File: config.mk
export PLATFORM = sky130hd
export DESIGN_NAME = fcw_regfile
export DESIGN_NICKNAME = d
export VERILOG_FILES = /design/src/rtl/fcw_pkg.sv /design/src/rtl/fcw_cmd_check.sv /design/src/rtl/fcw_status_reg.sv /design/src/rtl/fcw_read_mux.sv /design/src/rtl/fcw_regfile.sv
export SDC_FILE = /design/constraint.sdc
export NUM_CORES = 1
export LEC_CHECK = 0
export ABC_AREA = 1
export BUFFER_PORTS_ARGS = -buffer_cell sky130_fd_sc_hd__clkbuf_2
export CORE_AREA = 4 4 114 116
export CTS_BUF_LIST = sky130_fd_sc_hd__clkbuf_16
export CTS_CLUSTER_SIZE = 25
export DETAILED_ROUTE_END_ITERATION = 16
export DIE_AREA = 0 0 118 120
export HOLD_SLACK_MARGIN = 0.05
export PLACE_DENSITY = 0.9
export SLEW_MARGIN = 20
export SYNTH_ARGS = -nofsm -noshare
export SYNTH_HDL_FRONTEND = slang
export SYNTH_HIERARCHICAL = 1
export SYNTH_SLANG_ARGS = --single-unit
export TNS_END_PERCENT = 30
File: constraint.sdc
create_clock -name clk -period 1.5 [get_ports clk]
set_input_delay 0.225 -clock clk [delete_from_list [all_inputs] [get_ports clk]]
set_output_delay 0.225 -clock clk [all_outputs]
set_load 0.02 [all_outputs]
File: src/rtl/fcw_pkg.sv
package fcw_pkg;

    localparam int WORD_W = 16;

    localparam logic [7:0] OFS_SIG_P   = 8'h00;
    localparam logic [7:0] OFS_SIG_F   = 8'h02;
    localparam logic [7:0] OFS_SIG_O   = 8'h04;
    localparam logic [7:0] OFS_SIG_W   = 8'h06;
    localparam logic [7:0] OFS_MFR     = 8'h20;
    localparam logic [7:0] OFS_DEV     = 8'h22;
    localparam logic [7:0] OFS_PB_OFS  = 8'h40;
    localparam logic [7:0] OFS_PB_SIZE = 8'h42;
    localparam logic [7:0] OFS_CODE    = 8'h80;
    localparam logic [7:0] OFS_DATA    = 8'h84;
    localparam logic [7:0] OFS_ADDR_LO = 8'h88;
    localparam logic [7:0] OFS_ADDR_HI = 8'h8A;
    localparam logic [7:0] OFS_CNT_LO  = 8'h90;
    localparam logic [7:0] OFS_CNT_HI  = 8'h92;
    localparam logic [7:0] OFS_EXEC    = 8'hC0;
    localparam logic [7:0] OFS_CLRBUF  = 8'hC4;
    localparam logic [7:0] OFS_SUSP    = 8'hC8;
    localparam logic [7:0] OFS_STATUS  = 8'hCC;

    localparam logic [WORD_W-1:0] TRIG_VAL    = 16'h0001;
    localparam logic [WORD_W-1:0] STICKY_MASK = 16'h133A;

    localparam int BIT_PSUSP = 2;
    localparam int BIT_PERR  = 4;
    localparam int BIT_ESUSP = 6;
    localparam int BIT_READY = 7;
    localparam int BIT_AVAIL = 15;
    localparam int REGION_LO = 8;

    typedef struct packed {
        logic [WORD_W-1:0] code;
        logic [WORD_W-1:0] data;
        logic [WORD_W-1:0] addr_lo;
        logic [WORD_W-1:0] addr_hi;
        logic [WORD_W-1:0] cnt_lo;
        logic [WORD_W-1:0] cnt_hi;
        logic              start;
        logic              clr;
        logic              susp;
    } win_state_t;

endpackage

File: src/rtl/fcw_cmd_check.sv
module fcw_cmd_check
    import fcw_pkg::*;
(
    input  logic [WORD_W-1:0] code,
    output logic              known
);
    always_comb begin
        unique case (code)
            16'h0041, 16'h00E9, 16'h0020, 16'h0061, 16'h0062,
            16'h0065, 16'h0098, 16'h0097, 16'h00C0, 16'h00D0: known = 1'b1;
            default:                                         known = 1'b0;
        endcase
    end
endmodule

File: src/rtl/fcw_status_reg.sv
module fcw_status_reg
    import fcw_pkg::*;
(
    input  logic              clk,
    input  logic              rst_n,
    input  logic [WORD_W-1:0] set_vec,
    input  logic              rd_clear,
    output logic [WORD_W-1:0] sticky_q
);
    localparam logic [WORD_W-1:0] FLAG_MASK = STICKY_MASK & ~(16'h3 << REGION_LO);

    logic [WORD_W-1:0] sticky_d;
    logic [1:0]        region_d;

    always_comb begin
        if (set_vec[REGION_LO +: 2] != 2'b00) begin
            region_d = set_vec[REGION_LO +: 2];
        end else if (rd_clear) begin
            region_d = 2'b00;
        end else begin
            region_d = sticky_q[REGION_LO +: 2];
        end
        sticky_d = ((rd_clear ? '0 : sticky_q) | set_vec) & FLAG_MASK;
        sticky_d[REGION_LO +: 2] = region_d;
    end

    always_ff @(posedge clk or negedge rst_n) begin
        if (!rst_n) begin
            sticky_q <= '0;
        end else begin
            sticky_q <= sticky_d;
        end
    end
endmodule

File: src/rtl/fcw_read_mux.sv
module fcw_read_mux
    import fcw_pkg::*;
#(
    parameter int                ADDR_W     = 8,
    parameter logic [WORD_W-1:0] MFR_ID     = 16'h00A5,
    parameter logic [WORD_W-1:0] DEV_ID     = 16'h3C17,
    parameter logic [WORD_W-1:0] PBUF_OFS   = 16'h0400,
    parameter logic [WORD_W-1:0] PBUF_WORDS = 16'd32
) (
    input  logic              rd_en,
    input  logic [ADDR_W-1:0] addr,
    input  win_state_t        st,
    input  logic [WORD_W-1:0] status_word,
    output logic [WORD_W-1:0] rdata
);
    logic [WORD_W-1:0] sel;

    always_comb begin
        sel = '0;
        if (addr == ADDR_W'(OFS_SIG_P))   sel = 16'h0050;
        if (addr == ADDR_W'(OFS_SIG_F))   sel = 16'h0046;
        if (addr == ADDR_W'(OFS_SIG_O))   sel = 16'h004F;
        if (addr == ADDR_W'(OFS_SIG_W))   sel = 16'h0057;
        if (addr == ADDR_W'(OFS_MFR))     sel = MFR_ID;
        if (addr == ADDR_W'(OFS_DEV))     sel = DEV_ID;
        if (addr == ADDR_W'(OFS_PB_OFS))  sel = PBUF_OFS;
        if (addr == ADDR_W'(OFS_PB_SIZE)) sel = PBUF_WORDS;
        if (addr == ADDR_W'(OFS_CODE))    sel = st.code;
        if (addr == ADDR_W'(OFS_DATA))    sel = st.data;
        if (addr == ADDR_W'(OFS_ADDR_LO)) sel = st.addr_lo;
        if (addr == ADDR_W'(OFS_ADDR_HI)) sel = st.addr_hi;
        if (addr == ADDR_W'(OFS_CNT_LO))  sel = st.cnt_lo;
        if (addr == ADDR_W'(OFS_CNT_HI))  sel = st.cnt_hi;
        if (addr == ADDR_W'(OFS_STATUS))  sel = status_word;
        rdata = rd_en ? sel : '0;
    end
endmodule

File: src/rtl/fcw_regfile.sv
module fcw_regfile
    import fcw_pkg::*;
#(
    parameter int                ADDR_W     = 8,
    parameter logic [WORD_W-1:0] MFR_ID     = 16'h00A5,
    parameter logic [WORD_W-1:0] DEV_ID     = 16'h3C17,
    parameter logic [WORD_W-1:0] PBUF_OFS   = 16'h0400,
    parameter logic [WORD_W-1:0] PBUF_WORDS = 16'd32
) (
    input  logic                clk,
    input  logic                rst_n,
    input  logic                bus_wr,
    input  logic                bus_rd,
    input  logic [ADDR_W-1:0]   bus_addr,
    input  logic [WORD_W-1:0]   bus_wdata,
    output logic [WORD_W-1:0]   bus_rdata,
    input  logic                eng_busy,
    input  logic                eng_prog_susp,
    input  logic                eng_erase_susp,
    input  logic                dev_avail,
    input  logic [WORD_W-1:0]   eng_err_set,
    output logic                op_start,
    output logic [7:0]          op_code,
    output logic [2*WORD_W-1:0] op_addr,
    output logic [2*WORD_W-1:0] op_count,
    output logic [WORD_W-1:0]   op_data,
    output logic                buf_clear,
    output logic                susp_req
);
    win_state_t        st_d, st_q;
    logic              code_known;
    logic              exec_hit, run_ok, run_bad;
    logic              status_rd;
    logic [WORD_W-1:0] set_vec;
    logic [WORD_W-1:0] rc_q;
    logic [WORD_W-1:0] status_word;

    function automatic logic wr_at(input logic [7:0] ofs);
        return bus_wr && (bus_addr == ADDR_W'(ofs));
    endfunction

    fcw_cmd_check u_cmd_check (
        .code  (st_q.code),
        .known (code_known)
    );

    always_comb begin
        exec_hit  = wr_at(OFS_EXEC) && (bus_wdata == TRIG_VAL) && !eng_busy;
        run_ok    = exec_hit && code_known;
        run_bad   = exec_hit && !code_known;
        status_rd = bus_rd && (bus_addr == ADDR_W'(OFS_STATUS));
        set_vec   = (eng_err_set & STICKY_MASK)
                  | (run_bad ? (WORD_W'(1) << BIT_PERR) : '0);
    end

    always_comb begin
        st_d       = st_q;
        st_d.start = run_ok;
        st_d.clr   = wr_at(OFS_CLRBUF) && (bus_wdata == TRIG_VAL);
        st_d.susp  = wr_at(OFS_SUSP) && (bus_wdata == TRIG_VAL);
        if (wr_at(OFS_CODE))    st_d.code    = bus_wdata;
        if (wr_at(OFS_DATA))    st_d.data    = bus_wdata;
        if (wr_at(OFS_ADDR_LO)) st_d.addr_lo = bus_wdata;
        if (wr_at(OFS_ADDR_HI)) st_d.addr_hi = bus_wdata;
        if (wr_at(OFS_CNT_LO))  st_d.cnt_lo  = bus_wdata;
        if (wr_at(OFS_CNT_HI))  st_d.cnt_hi  = bus_wdata;
    end

    always_ff @(posedge clk or negedge rst_n) begin
        if (!rst_n) begin
            st_q <= '0;
        end else begin
            st_q <= st_d;
        end
    end

    fcw_status_reg u_status (
        .clk      (clk),
        .rst_n    (rst_n),
        .set_vec  (set_vec),
        .rd_clear (status_rd),
        .sticky_q (rc_q)
    );

    always_comb begin
        status_word            = rc_q;
        status_word[BIT_PSUSP] = eng_prog_susp;
        status_word[BIT_ESUSP] = eng_erase_susp;
        status_word[BIT_READY] = !eng_busy;
        status_word[BIT_AVAIL] = dev_avail;
    end

    fcw_read_mux #(
        .ADDR_W     (ADDR_W),
        .MFR_ID     (MFR_ID),
        .DEV_ID     (DEV_ID),
        .PBUF_OFS   (PBUF_OFS),
        .PBUF_WORDS (PBUF_WORDS)
    ) u_rd_mux (
        .rd_en       (bus_rd),
        .addr        (bus_addr),
        .st          (st_q),
        .status_word (status_word),
        .rdata       (bus_rdata)
    );

    assign op_start  = st_q.start;
    assign op_code   = st_q.code[7:0];
    assign op_addr   = {st_q.addr_hi, st_q.addr_lo};
    assign op_count  = {st_q.cnt_hi, st_q.cnt_lo};
    assign op_data   = st_q.data;
    assign buf_clear = st_q.clr;
    assign susp_req  = st_q.susp;
endmodule

# After elaboration in Yosys (flattened, before gate mapping)
# Index checks and enable logic that the tools add are counted.
[classes]
n_eq_ne = 28
n_mux = 21
n_bitwise = 2
reduce_logical = 22
[op_table]
columns = ["cell", "n"]
rows = [
  ["two-way mux 16 bit", 8],
  ["== test 16 x 8 -> 1 bit, second input constant", 5],
  ["== test 8 bit, second input constant", 10],
  ["== test 16 x 7 -> 1 bit, second input constant", 4],
  ["two-way mux 14 bit", 3],
  ["two-way mux 7 bit", 4],
  ["== test 16 x 1 -> 1 bit, second input constant", 1],
  ["== test 16 x 6 -> 1 bit, second input constant", 1],
  ["== test 8 x 3 -> 1 bit, second input constant", 2],
  ["== test 8 x 6 -> 1 bit, second input constant", 2],
  ["== test 8 x 7 -> 1 bit, second input constant", 2],
  ["logical AND 1 bit", 16],
  ["two-way mux 13 bit", 1],
  ["OR 13 bit", 1],
  ["OR 13 x 5 -> 13 bit", 1],
  ["OR reduction 10 bit", 1],
  ["== test 8 x 2 -> 1 bit, second input constant", 1],
  ["zero test 8 bit", 1],
  ["two-way mux 8 bit", 1],
  ["two-way mux 5 bit", 1],
  ["two-way mux 2 bit", 2],
  ["nonzero test 2 bit", 2],
  ["zero test 1 bit", 2],
  ["two-way mux 1 bit", 1],
]
[word_totals]
regBits = 106
input_bits = 48

# Logic depth before layout (Yosys ltp)
# Gate-level depths: netlist of run 1.
[logic_depth]
depth_word = 17
mapped_depth = 14

# Modules after synthesis
# Netlist of run 1, hierarchy kept.
[by_module_without_submodules]
columns = ["module", "instances", "cells_per_inst", "area_per_inst_um2", "seq_area_each_um2"]
rows = [
  ["fcw_regfile", 1, 477, 4570.6, 2477.4],
  ["fcw_read_mux", 1, 286, 1317.5, 0.0],
  ["fcw_status_reg", 1, 35, 332.8, 175.2],
  ["fcw_cmd_check", 1, 57, 235.2, 0.0],
]

# Worst setup path after synthesis of run 1
# Ideal clock, no wire load.
[synth_timing]
path_type = "input to output"
from = "in bus_addr[4]"
to = "out bus_rdata[11]"
arrival_ns = 1.412
required_ns = 1.275
setup_slack_ns = -0.137
path_stages = 9
n_path_buf = 1
path_cell_list = "clkinv_1 > nor3_2 > nand2_1 > inv_2 > buf_4 > nand2_1 > nand2_1 > inv_1 > a21oi_1"
[synth_via]
elab_chain_cells = 12
word_cells_on_any_way = 21
classes_between = "eq/ne (10); mux (11)"
[synth_lines]
columns = ["item", "line_no", "source"]
rows = [
  ["from (decl)", "fcw_regfile.sv:14", "input logic [ADDR_W-1:0] bus_addr,"],
  ["== test 8 x 6 -> 1 bit", "fcw_read_mux.sv:25", "if (addr == ADDR_W'(OFS_DEV)) sel = DEV_ID;"],
  ["two-way mux 14 bit", "fcw_read_mux.sv:25", ""],
  ["two-way mux 14 bit", "fcw_read_mux.sv:26", "if (addr == ADDR_W'(OFS_PB_OFS)) sel = PBUF_OFS;"],
  ["two-way mux 14 bit", "fcw_read_mux.sv:27", "if (addr == ADDR_W'(OFS_PB_SIZE)) sel = PBUF_WORDS;"],
  ["two-way mux 16 bit", "fcw_read_mux.sv:28", "if (addr == ADDR_W'(OFS_CODE)) sel = st.code;"],
  ["two-way mux 16 bit", "fcw_read_mux.sv:29", "if (addr == ADDR_W'(OFS_DATA)) sel = st.data;"],
  ["two-way mux 16 bit", "fcw_read_mux.sv:30", "if (addr == ADDR_W'(OFS_ADDR_LO)) sel = st.addr_lo;"],
  ["two-way mux 16 bit", "fcw_read_mux.sv:31", "if (addr == ADDR_W'(OFS_ADDR_HI)) sel = st.addr_hi;"],
  ["two-way mux 16 bit", "fcw_read_mux.sv:32", "if (addr == ADDR_W'(OFS_CNT_LO)) sel = st.cnt_lo;"],
  ["two-way mux 16 bit", "fcw_read_mux.sv:33", "if (addr == ADDR_W'(OFS_CNT_HI)) sel = st.cnt_hi;"],
  ["two-way mux 16 bit (*)", "fcw_read_mux.sv:34", "if (addr == ADDR_W'(OFS_STATUS)) sel = status_word;"],
  ["two-way mux 16 bit (*)", "fcw_read_mux.sv:35", "rdata = rd_en ? sel : '0;"],
  ["to (decl)", "fcw_regfile.sv:16", "output logic [WORD_W-1:0] bus_rdata,"],
]
# Every way passes the cells marked *; elsewhere a longest branch is shown, timed or not.

# Final worst setup path of run 1
[layout_timing]
from = "in bus_addr[5]"
to = "out bus_rdata[3]"
[layout_via]
elab_chain_cells = 16
word_cells_on_any_way = 29
classes_between = "eq/ne (14); mux (15)"
[layout_lines]
columns = ["item", "line_no", "source"]
rows = [
  ["== test 8 x 2 -> 1 bit", "fcw_read_mux.sv:21", "if (addr == ADDR_W'(OFS_SIG_F)) sel = 16'h0046;"],
  ["two-way mux 7 bit", "fcw_read_mux.sv:21", ""],
  ["two-way mux 7 bit", "fcw_read_mux.sv:22", "if (addr == ADDR_W'(OFS_SIG_O)) sel = 16'h004F;"],
  ["two-way mux 7 bit", "fcw_read_mux.sv:23", "if (addr == ADDR_W'(OFS_SIG_W)) sel = 16'h0057;"],
  ["two-way mux 8 bit", "fcw_read_mux.sv:24", "if (addr == ADDR_W'(OFS_MFR)) sel = MFR_ID;"],
  ["two-way mux 14 bit", "fcw_read_mux.sv:25", ""],
  ["two-way mux 14 bit", "fcw_read_mux.sv:26", ""],
  ["two-way mux 14 bit", "fcw_read_mux.sv:27", ""],
  ["two-way mux 16 bit", "fcw_read_mux.sv:28", ""],
  ["two-way mux 16 bit", "fcw_read_mux.sv:29", ""],
  ["two-way mux 16 bit", "fcw_read_mux.sv:30", ""],
  ["two-way mux 16 bit", "fcw_read_mux.sv:31", ""],
  ["two-way mux 16 bit", "fcw_read_mux.sv:32", ""],
  ["two-way mux 16 bit", "fcw_read_mux.sv:33", ""],
  ["two-way mux 16 bit (*)", "fcw_read_mux.sv:34", ""],
  ["two-way mux 16 bit (*)", "fcw_read_mux.sv:35", ""],
]
# Marked as above.

==> impl_metrics.csv, run 1 <==
group,metric,value,unit
timing,hold_viol_final,0,
timing,holdWs,0.0708,ns
pwr,power_per_cell_area,780,mW/mm^2
timing,finClkSkew,0.00352,ns
run_status,violations,"setup timing",
layout,nFillCells,875,
timing,rsz0062_at_grt,"yes",
min_path,min_path_cells,3,
min_path,whs_endpoint,"u_status/sticky_q[9]",
layout,diodes,0,
setup_path,worstSetupEndpointType,"primary output",
placement,io_buffers,145,
layout,instances_no_fill,1125,
global_route,grt_pass1_vias,6103,
global_route,grt.overflow.total,0,
floorplanning,die_area,0.0142,mm^2
min_path,hold_class,"input port to flop",
floorplanning,io_pins,155,
setup_path,r2r-end,"u_status/sticky_q[4]",
layout,post-route-util,69.3,%
flow_run,maxCapViolations,0,
setup_path,cp_cell_sequence,"buf_12, buf_6, nor3_4, nand2_4, buf_6, or2_2, nand2_2, a21oi_2, buf_6",
layout,syn2layout_area_growth,28.6,%
logic_synthesis,synthCells,850,
setup_path,critical_path_class,"input port to primary output",
placement,gp_congestion,0.953,
routing,final_antenna_net_count,0,
routing,drt-vias-per-instance,5.71,
min_path,hp-start,"eng_err_set[9]",
timing,max_freq,520,MHz
setup_path,cp_data_required_time,1.27,ns
timing,timing.final.crit_share,128,%
global_route,grt_first_pass_wirelength,32100,um
global_route,grt_max_degree,48,
floorplanning,die_w,118,um
clock_network,cts_root_buf,"clkbuf_16",
routing,first_iter_violations,712,
pwr,leakage,4.35,nW
floorplanning,rows,40,
setup_path,critPathMostFrequentCell,"buf_6",
placement,preCtsSetupSlack,-0.534,ns
layout,drive_gt1_share,39.8,%
logic_synthesis,synth.avg_cell_area,7.56,um^2
timing,fin_ws,-0.421,ns
pwr,vdd_drop_max,0.676,mV
setup_path,r2r_cells,14,
routing,first_pass_iters,6,
clock_network,htreeDepth,3,
routing,dr_total_vias,6421,
setup_path,crit_fanout,6,
layout,fin_nets,1022,
clock_network,clk_pin_slew_worst_paths,0.08,ns
logic_synthesis,synthesis.area,0.00642,mm^2
clock_network,cts.sinks,106,
floorplanning,die_h,120,um
clock_network,cts_buffer_depth,2,
layout,mostFrequentLayoutCells,"nand2_1, clkbuf_2, dfrtp_1",
global_route,antenna_found_initial,0,
routing,routed_wl,21800,um
routing,wl_per_cell,19.4,um
setup_path,r2r-start,"op_code[2]",
setup_path,slowest_stage,"nor3_4",
routing,met2_length,10500,um
clock_network,cts_tree,"yes",
layout,final_common_cell,"nand2_1",
routing,top_layer_used,"met4",
routing,met3_length,2050,um
setup_path,cpPeakStageDelay,0.35,ns
timing,period_minus_slack,1.92,ns
clock_network,clock_latency,0.35,ns
routing,wl_met1,8190,um
timing,drv_slew,0,
placement,hpwl,14800,um
setup_path,cp.arrival,1.70,ns
floorplanning,initial_utilization,53.9,%
global_route,gr-usage-all-layers,28.9,%
placement,dp_cells,1085,
setup_path,startpoint_type,"input port",
floorplanning,core_region_area,0.0119,mm^2
run_status,status,"finished with violations",
setup_path,regToRegSetupSlack,-0.23,ns
logic_synthesis,yosysWarnings,6,
timing,setup_viol_count_final,18,
clock_network,cts_buffers,9,
routing,drc_errors,0,
sequential cells by signal, indices dropped and copies added (netlist names):
register,flops
op_data,16
op_start,1
susp_req,1
op_count,32
st_q,8
buf_clear,1
op_addr,32
op_code,8
u_status/sticky_q,7
cell type report:
class / count / area (um^2) / share of cell area [%]
clock buffer: 9 / 225 / 2.73
timing repair inverter: 2 / 13.8 / 0.167
multi-input combinational: 544 / 2960 / 35.8
sequential: 106 / 2660 / 32.2
timing repair buffer: 228 / 1800 / 21.9
tap: 147 / 184 / 2.23
inverter: 83 / 367 / 4.44
clock inverter: 6 / 47.5 / 0.576
worst max-delay path, delay by kind of cell:
family,cells,cell delay (ns)
buffers and inverters,4,0.50
AND/OR/NAND/NOR,4,0.89
AO/OA/AOI/OAI,1,0.07
through the flow:
step	instance area, um^2	power, mW	setup TNS, ns
2_1_floorplan	6470	3.75	-0.216
3_3_place_gp	7060	4.03	-7.60
3_5_place_dp	7060	4.05	-7.68
4_1_cts	7770	6.35	-5.47
5_1_grt	8260	6.67	-6.61
6_report	8260	6.44	-5.83
per-layer routing:
| metal | vias up | GRT usage (%) |
|---|---|---|
| li1 | 2851 | - |
| met2 | 454 | 48.7 |
| met4 | 0 | 12.5 |
| met3 | 91 | 5.80 |
| met1 | 3025 | 36.2 |
| met5 | - | 0 |
report_power, final:
part / total (mW) / internal, mW / switching [mW]
Clock: 2.27 / 1.14 / 1.13
Combinational: 1.06 / 0.393 / 0.665
Sequential: 3.11 / 2.98 / 0.129
worst max path at each step:
| stage | cells past startpoint | start | endpoint |
|---|---|---|---|
| 6_report | 9 | bus_addr[5] | bus_rdata[3] |
| 3_5_place_dp | 12 | bus_addr[5] | bus_rdata[2] |
| 3_3_place_gp | 13 | bus_addr[4] | bus_rdata[0] |
| 4_1_cts | 11 | bus_addr[6] | bus_rdata[5] |
| 2_1_floorplan | 9 | bus_addr[4] | bus_rdata[11] |
| 5_1_grt | 9 | bus_addr[5] | bus_rdata[3] |
what timing repair did:
action	in CTS	in global routing
setup buffers	5	16
gates cloned	2	2
gates resized for setup	105	115
setup endpoints to repair	18	18
pin swaps	14	40
hold endpoints to repair	17	0
hold buffers	1	0
Note: power is estimated with default switching activity, not from simulation.
==> run 2, diff against run 1 <==
- CORE_AREA: 4 4 114 116 -> 4 4 94 140
- DIE_AREA: 0 0 118 120 -> 0 0 98 144
==> run 2 against run 1 <==
  * The run still ends with setup timing left
  * Combinational power about the same
  * First-iteration DRC count down 5.5%
  * Global-route usage up 1.4 points
  * Maximum frequency down 3.7%
  * Wire length up 5.5%
  * Flip-flop and latch count unchanged
  * Register-to-register slack better by 0.12 ns
  * Critical path type unchanged
  * Critical endpoint is now bus_rdata[13]
  * Largest cell class unchanged
==> impl_metrics.csv, run 2 (synthesis gave the netlist of run 1 again) <==
group,metric,value,unit
clock_network,cts_tree,"yes",
layout,drive_gt1_share,39.9,%
timing,setup_viol_count_final,17,
placement,hpwl,16100,um
timing,fin_ws,-0.495,ns
setup_path,cp_cell_sequence,"clkbuf_16, nor2_4, nand2_4, buf_6, nor2_4, buf_6, nand2_2, nand4_1, o21bai_1, a21oi_2, clkbuf_8",
setup_path,crit_start,"bus_addr[4]",
setup_path,cp.arrival,1.77,ns
layout,design_area,0.00818,mm^2
setup_path,cpPeakStageDelay,0.25,ns
placement,gp_congestion,0.967,
global_route,grt.overflow.total,0,
min_path,hold_class,"input port to flop",
setup_path,worstSetupEndpointType,"primary output",
global_route,antenna_found_initial,0,
clock_network,htreeDepth,3,
floorplanning,die_w,98,um
clock_network,clk_pin_slew_worst_paths,0.07,ns
placement,io_buffers,145,
routing,wl_per_cell,20.2,um
layout,diodes,0,
layout,syn2layout_area_growth,27.3,%
routing,drc_errors,0,
clock_network,cts_buffers,9,
routing,first_iter_violations,673,
placement,preCtsSetupSlack,-0.551,ns
floorplanning,io_pins,155,
clock_network,cts_root_buf,"clkbuf_16",
clock_network,clock_latency,0.35,ns
setup_path,critical_path_class,"input port to primary output",
setup_path,crit_family,"simple AND/OR/NAND/NOR gates",
timing,period_minus_slack,1.99,ns
floorplanning,die_area,0.0141,mm^2
timing,rsz0062_at_grt,"yes",
floorplanning,die_h,144,um
routing,final_antenna_net_count,0,
timing,drv_slew,0,
setup_path,slowest_stage,"nor2_4",
pwr,power_per_cell_area,828,mW/mm^2
timing,max_freq,501,MHz
setup_path,cp_data_required_time,1.27,ns
pwr,vdd_drop_max,0.566,mV
layout,mostFrequentLayoutCells,"nand2_1, clkbuf_2, dfrtp_1",
floorplanning,initial_utilization,53.7,%
pwr,report.power.total,6.77,mW
routing,first_pass_iters,6,
setup_path,critPathBufInv,4,
timing,setup_tns,-6.49,ns
timing,holdWs,0.0669,ns
layout,final_common_cell,"nand2_1",
routing,routed_wl,23000,um
timing,finClkSkew,0.0111,ns
layout,fin_nets,1030,
setup_path,r2r-start,"op_code[3]",
flow_run,maxCapViolations,0,
global_route,grt_pass1_vias,6060,
timing,hold_viol_final,0,
run_status,violations,"setup timing",
setup_path,startpoint_type,"input port",
floorplanning,rows,49,
clock_network,cts_buffer_depth,2,
routing,dr_total_vias,6433,
layout,nFillCells,888,
floorplanning,core_region_area,0.0120,mm^2
global_route,grt_first_pass_wirelength,32600,um
pwr,leakage,4.40,nW
timing,timing.final.crit_share,133,%
global_route,gr-usage-all-layers,30.3,%
setup_path,crit_fanout,7,
run_status,status,"finished with violations",
routing,drt-vias-per-instance,5.64,
placement,placed_area,0.00712,mm^2
global_route,grt_max_degree,36,
clock_network,cts.sinks,106,
min_path,hp-start,"eng_err_set[1]",
-- run 2: changes by cell type in the layout (fill, tap and decap cells not counted), moves of 4 or more --
cell / before / now
clkbuf_8: 10 / 2
buf_12: 16 / 11
nor2_1: 49 / 42
o21ai_2: 25 / 21
buf_4: 55 / 75
inv_1: 63 / 68
nor2_2: 15 / 21
-- run 2: area by class of cell --
type                            count  area [um^2]  share of cell area [%]
Sequential cell                   106         2660                    32.5
Timing Repair inverter              1         5.00                  0.0612
Clock buffer                        9          225                    2.75
Multi-Input combinational cell    544         2900                    35.5
Tap cell                          153          191                    2.34
Timing Repair Buffer              237         1750                    21.3
Inverter                           83          349                    4.27
Clock inverter                      7         97.6                    1.19
-- run 2: layer usage --
layer | global-route usage (%) | up-vias | wire length (um)
met1 | 33.4 | 2926 | 7740
li1 | - | 2882 | -
met5 | 0 | - | 0
met3 | 5.50 | 150 | 1890
met4 | 20.2 | 0 | 2060
met2 | 53.3 | 475 | 11300
-- run 2: per-stage QoR --
stage                     instances  utilization [%]
after detailed placement       1104             59.6
after floorplan                 854                -
after CTS                      1125             64.5
after global placement         1104             59.6
after global routing           1140             68.4
final                          1140             68.4
-- run 2: path summary, 6_finish.rpt --
path                                        end  slack (ns)  cells after the start
min in group asynchronous            op_addr[7]        0.32                      2
max                               bus_rdata[13]       -0.49                     11
max in group asynchronous          op_count[18]        0.60                      3
min reg2reg                u_status/sticky_q[9]        0.48                      2
min                        u_status/sticky_q[1]        0.07                      2
max reg2reg                u_status/sticky_q[4]       -0.11                     14
-- run 2: worst register-to-register path, stage by stage (launching register included) --
cell      delay, ns
dfrtp_1        0.38
buf_4          0.16
nor2_2         0.12
nand2_1        0.06
nand2_1        0.07
nand2_1        0.05
nand2_1        0.05
inv_1          0.04
nand3_2        0.10
nand2_2        0.07
inv_1          0.05
inv_1          0.04
nand4_1        0.09
nand2_1        0.05
o21bai_1       0.15
-- run 2: report_power, final --
| part | leakage (nW) | switching [mW] | internal [mW] |
|---|---|---|---|
| clock | 0.158 | 1.12 | 1.48 |
| combinational | 2.82 | 0.669 | 0.375 |
| sequential | 1.42 | 0.145 | 2.98 |
| total | 4.40 | 1.94 | 4.84 |
-- run 2: what timing repair did --
item,CTS,global route
setup endpoints to repair,18,18
hold endpoints to repair,21,0
pin swaps,15,41
setup buffers,4,12
hold buffers,1,0
gates resized for setup,75,114
cloned,0,3
